$ cat src/rtl/xfer_count_pkg.sv
package xfer_count_pkg;
    typedef enum logic [1:0] {
        ST_IDLE    = 2'd0,
        ST_WAIT_EN = 2'd1,
        ST_START   = 2'd2,
        ST_BUSY    = 2'd3
    } xfer_st_e;
endpackage

$ cat src/rtl/xfer_count_regs.sv
module xfer_count_regs #(
    parameter int CNT_W = 24
) (
    input  logic                              clk,
    input  logic                              rst_n,
    input  logic                              wr_en,
    input  logic [$clog2(CNT_W/8)-1:0]        wr_sel,
    input  logic [7:0]                        wr_data,
    input  logic                              reload,
    input  logic                              zero,
    input  logic                              start_clr,
    output logic [CNT_W-1:0]                  work_count,
    output logic                              term_cnt
);
    localparam int BYTES = CNT_W / 8;
    localparam int SEL_W = $clog2(BYTES);

    logic wr_hit;
    assign wr_hit = wr_en && (wr_sel < SEL_W'(BYTES));

    for (genvar b = 0; b < BYTES; b++) begin : g_byte
        logic [7:0] wr_q;
        logic [7:0] rd_q;
        always_ff @(posedge clk) begin
            if (!rst_n) begin
                wr_q <= '0;
                rd_q <= '0;
            end else begin
                if (wr_en && wr_sel == SEL_W'(b))
                    wr_q <= wr_data;
                if (zero)
                    rd_q <= '0;
                else if (reload)
                    rd_q <= wr_q;
            end
        end
        assign work_count[b*8 +: 8] = rd_q;
    end

    always_ff @(posedge clk) begin
        if (!rst_n)
            term_cnt <= 1'b0;
        else begin
            if (zero)
                term_cnt <= 1'b1;
            if (start_clr)
                term_cnt <= 1'b0;
            if (wr_hit)
                term_cnt <= 1'b0;
        end
    end

    // count byte write clears terminal count
    a_r2_wr_clears_tc: assert property (@(posedge clk) disable iff (!rst_n)
        wr_hit |=> !term_cnt);
    // completion zeroes the count and sets terminal count
    a_r8_done_sets_tc: assert property (@(posedge clk) disable iff (!rst_n)
        (zero && !wr_hit) |=> (term_cnt && work_count == '0));
    // the working count moves only on reload or completion
    a_r3_count_hold: assert property (@(posedge clk) disable iff (!rst_n)
        (!reload && !zero) |=> $stable(work_count));
endmodule

$ cat src/rtl/xfer_len_calc.sv
module xfer_len_calc #(
    parameter int CNT_W     = 24,
    parameter int CMD_CAP   = 32,
    parameter int ZERO_LEN  = 65536
) (
    input  logic [CNT_W-1:0]  work_count,
    input  logic [CNT_W:0]    rem_size,
    input  logic              cmd_phase,
    output logic [CNT_W:0]    len,
    output logic              to_dev
);
    localparam int LEN_W = CNT_W + 1;
    localparam logic [LEN_W-1:0] ZERO_VAL = LEN_W'(ZERO_LEN);
    localparam logic [LEN_W-1:0] CAP_VAL  = LEN_W'(CMD_CAP);

    logic [LEN_W-1:0] wc;
    logic [LEN_W-1:0] mag;
    logic [LEN_W-1:0] limit;

    always_comb begin
        to_dev = rem_size[LEN_W-1];
        wc     = (work_count == '0) ? ZERO_VAL : {1'b0, work_count};
        mag    = to_dev ? (~rem_size + 1'b1) : rem_size;
        limit  = cmd_phase ? CAP_VAL : mag;
        len    = (wc < limit) ? wc : limit;
    end

    // burst never exceeds the command-phase cap
    always_comb begin
        a_r5_cmd_cap: assert (!cmd_phase || len <= CAP_VAL);
    end
    // burst never exceeds the count limit of a zero count
    always_comb begin
        a_r4_zero_len: assert (work_count != '0 || len <= ZERO_VAL);
    end
endmodule

$ cat src/rtl/xfer_ctl.sv
module xfer_ctl
    import xfer_count_pkg::*;
#(
    parameter int CNT_W = 24
) (
    input  logic              clk,
    input  logic              rst_n,
    input  logic              cmd_valid,
    input  logic              cmd_dma,
    input  logic              cmd_xfer,
    input  logic              cmd_phase,
    input  logic              dma_en,
    input  logic              size_load,
    input  logic [CNT_W:0]    size_in,
    input  logic              xfer_done,
    input  logic [CNT_W:0]    calc_len,
    output logic              reload,
    output logic              zero,
    output logic              burst_start,
    output logic              dma_mode,
    output logic              irq,
    output logic [CNT_W:0]    rem_size
);
    localparam int SIZE_W = CNT_W + 1;

    xfer_st_e          state, state_nx;
    logic [SIZE_W-1:0] len_q;
    logic              ph_q;
    logic              cmd_ok;
    logic              start_req;

    assign cmd_ok    = cmd_valid && (state == ST_IDLE);
    assign start_req = cmd_ok && cmd_dma && cmd_xfer;

    always_ff @(posedge clk) begin
        if (!rst_n)
            state <= ST_IDLE;
        else
            state <= state_nx;
    end

    always_comb begin
        state_nx    = state;
        burst_start = 1'b0;
        zero        = 1'b0;
        reload      = cmd_ok && cmd_dma;
        unique case (state)
            ST_IDLE: begin
                if (start_req)
                    state_nx = dma_en ? ST_START : ST_WAIT_EN;
            end
            ST_WAIT_EN: begin
                if (dma_en)
                    state_nx = ST_START;
            end
            ST_START: begin
                burst_start = 1'b1;
                state_nx    = ST_BUSY;
            end
            ST_BUSY: begin
                if (xfer_done) begin
                    zero     = 1'b1;
                    state_nx = ST_IDLE;
                end
            end
            default: state_nx = ST_IDLE;
        endcase
    end

    always_ff @(posedge clk) begin
        if (!rst_n) begin
            dma_mode <= 1'b0;
            irq      <= 1'b0;
            len_q    <= '0;
            ph_q     <= 1'b0;
            rem_size <= '0;
        end else begin
            irq <= zero;
            if (cmd_ok)
                dma_mode <= cmd_dma;
            if (burst_start) begin
                len_q <= calc_len;
                ph_q  <= cmd_phase;
            end
            if (zero && !ph_q)
                rem_size <= rem_size[SIZE_W-1] ? (rem_size + len_q) : (rem_size - len_q);
            else if (size_load)
                rem_size <= size_in;
        end
    end

    // start strobe lasts a single cycle
    a_r7_start_single: assert property (@(posedge clk) disable iff (!rst_n)
        burst_start |=> !burst_start);
    // no burst while the enable stays low
    a_r9_hold_pending: assert property (@(posedge clk) disable iff (!rst_n)
        (state == ST_WAIT_EN && !dma_en) |=> !burst_start);
    // completion raises the interrupt request for one cycle
    a_r8_irq_pulse: assert property (@(posedge clk) disable iff (!rst_n)
        (state == ST_BUSY && xfer_done) |=> (irq && state == ST_IDLE));
    // commands outside idle leave the DMA mode alone
    a_r11_busy_ignore: assert property (@(posedge clk) disable iff (!rst_n)
        (state != ST_IDLE) |=> $stable(dma_mode));
endmodule

$ cat src/rtl/xfer_count_unit.sv
module xfer_count_unit #(
    parameter int CNT_W    = 24,
    parameter int CMD_CAP  = 32,
    parameter int ZERO_LEN = 65536
) (
    input  logic                        clk,
    input  logic                        rst_n,
    input  logic                        cnt_wr_en,
    input  logic [$clog2(CNT_W/8)-1:0]  cnt_wr_sel,
    input  logic [7:0]                  cnt_wr_data,
    input  logic                        cmd_valid,
    input  logic                        cmd_dma,
    input  logic                        cmd_xfer,
    input  logic                        cmd_phase,
    input  logic                        dma_en,
    input  logic                        size_load,
    input  logic [CNT_W:0]              size_in,
    input  logic                        xfer_done,
    output logic                        burst_start,
    output logic [CNT_W:0]              burst_len,
    output logic                        burst_to_dev,
    output logic                        term_cnt,
    output logic                        irq,
    output logic                        dma_mode,
    output logic [CNT_W-1:0]            work_count,
    output logic [CNT_W:0]              rem_size
);
    logic          reload;
    logic          zero;
    logic          start;
    logic [CNT_W:0] calc_len;
    logic          calc_dir;

    xfer_count_regs #(.CNT_W(CNT_W)) u_regs (
        .clk        (clk),
        .rst_n      (rst_n),
        .wr_en      (cnt_wr_en),
        .wr_sel     (cnt_wr_sel),
        .wr_data    (cnt_wr_data),
        .reload     (reload),
        .zero       (zero),
        .start_clr  (start),
        .work_count (work_count),
        .term_cnt   (term_cnt)
    );

    xfer_len_calc #(.CNT_W(CNT_W), .CMD_CAP(CMD_CAP), .ZERO_LEN(ZERO_LEN)) u_len (
        .work_count (work_count),
        .rem_size   (rem_size),
        .cmd_phase  (cmd_phase),
        .len        (calc_len),
        .to_dev     (calc_dir)
    );

    xfer_ctl #(.CNT_W(CNT_W)) u_ctl (
        .clk         (clk),
        .rst_n       (rst_n),
        .cmd_valid   (cmd_valid),
        .cmd_dma     (cmd_dma),
        .cmd_xfer    (cmd_xfer),
        .cmd_phase   (cmd_phase),
        .dma_en      (dma_en),
        .size_load   (size_load),
        .size_in     (size_in),
        .xfer_done   (xfer_done),
        .calc_len    (calc_len),
        .reload      (reload),
        .zero        (zero),
        .burst_start (start),
        .dma_mode    (dma_mode),
        .irq         (irq),
        .rem_size    (rem_size)
    );

    assign burst_start  = start;
    assign burst_len    = start ? calc_len : '0;
    assign burst_to_dev = start && calc_dir;

    // direction follows the sign of the remaining size
    a_r6_dir_sign: assert property (@(posedge clk) disable iff (!rst_n)
        burst_start |-> (burst_to_dev == rem_size[CNT_W]));
endmodule

$ cat config.mk
export PLATFORM = sky130hd
export DESIGN_NAME = xfer_count_unit
export DESIGN_NICKNAME = d
export VERILOG_FILES = /design/src/rtl/xfer_count_pkg.sv /design/src/rtl/xfer_count_regs.sv /design/src/rtl/xfer_len_calc.sv /design/src/rtl/xfer_ctl.sv /design/src/rtl/xfer_count_unit.sv
export SDC_FILE = /design/constraint.sdc
export NUM_CORES = 1
export LEC_CHECK = 0
export CAP_MARGIN = 10
export CORE_ASPECT_RATIO = 1.2
export CORE_UTILIZATION = 35
export CTS_BUF_LIST = sky130_fd_sc_hd__clkbuf_8 sky130_fd_sc_hd__clkbuf_16
export CTS_CLUSTER_DIAMETER = 100
export CTS_CLUSTER_SIZE = 10
export DETAILED_ROUTE_END_ITERATION = 10
export HOLD_SLACK_MARGIN = 0.02
export MAX_ROUTING_LAYER = met4
export PLACE_DENSITY = 0.63
export SYNTH_ARGS = -nofsm -noshare
export SYNTH_HDL_FRONTEND = slang
export SYNTH_SLANG_ARGS = --single-unit
export TNS_END_PERCENT = 30
$ cat constraint.sdc
create_clock -name clk -period 9.6 [get_ports clk]
set_input_delay 1.92 -clock clk [delete_from_list [all_inputs] [get_ports clk]]
set_output_delay 1.92 -clock clk [all_outputs]
set_load 0.005 [all_outputs]
==> flow_metrics.env <==
export IMPL_syn_mean_instance_area_um2=8.049
export IMPL_die_height_um=161.1
export IMPL_grt_overflow=0
export IMPL_cp_end_kind="output port"
export IMPL_critical_path_startpoint_type="primary input"
export IMPL_finalSetupTns_ns=0
export IMPL_initial_core_utilization_pct=36.06
export IMPL_postCtsSetupRepairBufs=0
export IMPL_clockPowerShare_pct=16.0
export IMPL_ctsLongestPathBuffers=2
export IMPL_io_buffers=122
export IMPL_die_w_um=134.6
export IMPL_timing_hold_violations_final=0
export IMPL_antenna_violations_before_repair=0
export IMPL_drt_first_pass_iters=5
export IMPL_worstPathMaxFanout=27
export IMPL_timing_max_cap_violations=0
export IMPL_place_hpwl_mm=15.62
export IMPL_hold_buffers=0
export IMPL_comb_power_share_pct=58.9
export IMPL_drt_vias_per_instance=5.254
export IMPL_ys_ff_latch=104
export IMPL_slew_headroom_pct=31.92
export IMPL_detail_route_iter0_violations=381
export IMPL_setup_violations=0
export IMPL_area_growth_pct=21.66
export IMPL_edff_count_synth=0
export IMPL_sequentialPowerShare_pct=25.2
export IMPL_peakVddDrop_uv=101.6
export IMPL_final_util_pct=43.87
export IMPL_p_switching_mw=1.005
export IMPL_grt_max_degree=76
export IMPL_timing_worst_setup_path_type="in2out"
export IMPL_postCtsResizedCells=0
export IMPL_outcome="completed"
export IMPL_core_area_um2=20470
export IMPL_max_slew_worst_pin_slew_ns=1.018
export IMPL_finish_net_count=1086
export IMPL_netlist_instances=917
export IMPL_cts_reportedPaths_clkPinSlew_ns=0.07
export IMPL_cts_buffers=9
export IMPL_syn_area_um2=7381
export IMPL_synth_nets=1017
export IMPL_drt_antenna_violating_nets=0
export IMPL_clockRootBuffer="clkbuf_16"
export IMPL_total_global_routing_track_utilization_pct=19.96
export IMPL_finalMaxSlewViolations=0
export IMPL_antenna_diode_count=0
export IMPL_global_route_wire_length_before_repair_mm=33.04
export IMPL_power_switching_share_pct=44.00
export IMPL_setup_repair_after_global_routing_missed_its_margin="false"
export IMPL_unique_masters_post_synth=64
export IMPL_finalWeightedCongestion=0.8690
export IMPL_tritoncts_num_sinks=104
export IMPL_post_drt_wl_per_cell_um=16.56
export IMPL_internal_power_mw=1.279
export IMPL_seq_area_frac_synth_pct=28.21
export IMPL_h_tree_depth=3
export IMPL_min_period_over_period_pct=83.43
export IMPL_fin_crit_ns=8.009
export IMPL_drc=0
export IMPL_die_area_um2=21680
export IMPL_timing_fmax_mhz=124.9
export IMPL_yosys_warnings=0
export IMPL_detailroute_via_count=6599
export IMPL_cp_arrival_ns=6.09
export IMPL_static_leakage_power_nw=3.692
export IMPL_power_density_over_the_cells_nw_per_um2=254.3
export IMPL_wl_mm=20.80
export IMPL_hold_class="reg2reg"
export IMPL_finalClockSkew_ns=0.01044
export IMPL_pin_count=124
export IMPL_ys_async_sr_fraction_pct=0
export IMPL_critical_path_rt_ns=7.68
export IMPL_clk_latency_ns=0.37
export IMPL_cts_tree="done"
export IMPL_row_count=57
export IMPL_grt_pass1_vias=6265
export IMPL_synthFlopType="dfxtp_1"
export IMPL_fraction_of_layout_instances_using_a_drive_strength_above_1_pct=5.449
export IMPL_report_power_total_mw=2.284
## layer usage
layer / wire length [um] / up-vias / GRT usage (%)
li1: - / 3366 / -
met1: 9727 / 3072 / 25.00
met2: 9966 / 135 / 33.47
met3: 775 / 26 / 2.448
met4: 330 / 0 / 5.873
met5: 0 / - / -
## power groups by stage
| stage | clock, mW | combinational [mW] | sequential [mW] |
|---|---|---|---|
| finish | 0.364 | 1.34 | 0.575 |
| global route | 0.381 | 1.50 | 0.584 |
| CTS | 0.366 | 1.34 | 0.574 |
| detailed placement | 0 | 1.34 | 0.584 |
| global placement | 0 | 1.33 | 0.582 |
| floorplan | 0 | 1.09 | 0.550 |
## registers in the layout, summed over array words and instances (netlist names)
signal	cells
u_ctl.ph_q	1
u_regs.term_cnt	1
u_regs.g_byte.rd_q	24
u_ctl.state	2
u_regs.g_byte.wr_q	24
u_ctl.rem_size	25
u_ctl.dma_mode	1
u_ctl.len_q	25
u_ctl.irq	1
## final cells by class
type                       count  area [um^2]
timing repair buffer         129         1274
multi-input combinational    707         4878
tap                          265        331.6
fill                        1989        11490
sequential                   104         2083
clock inverter                 6        42.54
inverter                      35        131.4
clock buffer                  10        239.0
## cell usage after synthesis, drive strengths merged (2+ instances only)
master   instances  area share (%)
nor3            13            0.88
and2             2            0.17
a21o            21             2.1
dfxtp          104              28
nor2            91             4.6
xor2            48             5.7
o31ai            8            0.88
nand3           12            0.81
nand2           84             4.3
mux2i           70             9.5
nor4            16             1.7
nand4            9            0.76
nand3b           5            0.56
mux2             6            0.92
a21oi           89             6.0
o21ai           41             2.8
and4             2            0.24
a2111oi          3            0.70
o21a             5            0.51
o211a            5            0.68
a211oi          25             2.6
or4              4            0.51
o21bai           2            0.20
buf             10            0.92
or2              3            0.25
xnor2           14             1.7
clkbuf          61             3.1
inv             35             1.8
and3             2            0.17
nor2b           30             2.5
o211ai           9            0.92
or3              7            0.66
a31o             2            0.24
a21boi           2            0.20
o41ai            3            0.56
nand2b           5            0.42
nor3b            3            0.37
ha              54             9.2
## cell families (layout without fill, tap and decap cells)
kind of cell | Yosys count | count (layout) | synth area share (%)
AO/OA/AOI/OAI | 223 | 223 | 19.43
XOR/XNOR | 62 | 62 | 7.357
adder cells (fa/ha/maj) | 55 | 55 | 9.425
buffers and inverters | 106 | 180 | 5.798
flip-flops | 104 | 104 | 28.21
multiplexers | 76 | 76 | 10.41
other | 1 | 1 | 0.05081
AND/OR/NAND/NOR | 290 | 290 | 19.33
## cells in the final DEF (no fill, tap or decap), drive strengths merged, types with 10 or more instances in the layout
cell | synthesis | routed
clkbuf | 61 | 10
clkdlybuf4s50 | 0 | 122
dfxtp | 104 | 104
nand2 | 84 | 84
mux2i | 70 | 70
xnor2 | 14 | 14
xor2 | 48 | 48
inv | 35 | 38
nand3 | 12 | 12
nor4 | 16 | 16
a21oi | 89 | 89
nor3 | 13 | 13
nor2 | 91 | 91
a211oi | 25 | 25
a21o | 21 | 21
nor2b | 30 | 30
o21ai | 41 | 41
ha | 54 | 54
## worst max-delay path, stage by stage
cell             delay (ns)
clkdlybuf4s50_1        0.89
nor2_1                 0.36
inv_1                  0.08
ha_1                   0.30
nand4_1                0.10
a21oi_1                0.13
a211oi_1               0.07
o211ai_1               0.18
a21oi_1                0.11
nor3_2                 0.53
buf_4                  0.45
mux2i_1                0.42
nor2b_1                0.09
clkdlybuf4s50_1        0.45
## metrics by stage
stage | hold slack (ns) | instance area (um^2) | setup WS, ns | cells
floorplan | 0.4312 | 7381 | 3.527 | 917
global placement | 0.4373 | 8698 | 1.671 | 1240
detailed placement | 0.4415 | 8698 | 1.574 | 1240
CTS | 0.4514 | 8980 | 1.563 | 1256
global route | 0.4714 | 8980 | 1.309 | 1256
finish | 0.4547 | 8980 | 1.591 | 1256
## path summary, 6_finish.rpt
kind                             from                  endpoint  slack (ns)  depth (start not counted)
min reg2reg  u_regs.g_byte[0].wr_q[3]  u_regs.g_byte[0].rd_q[3]        0.45                          2
min          u_regs.g_byte[0].wr_q[3]  u_regs.g_byte[0].rd_q[3]        0.45                          2
max                         cmd_phase              burst_len[9]        1.59                         14
max reg2reg         u_ctl.rem_size[2]            u_ctl.len_q[9]        4.90                         17
No activity file was read; power rests on OpenSTA's default activity.
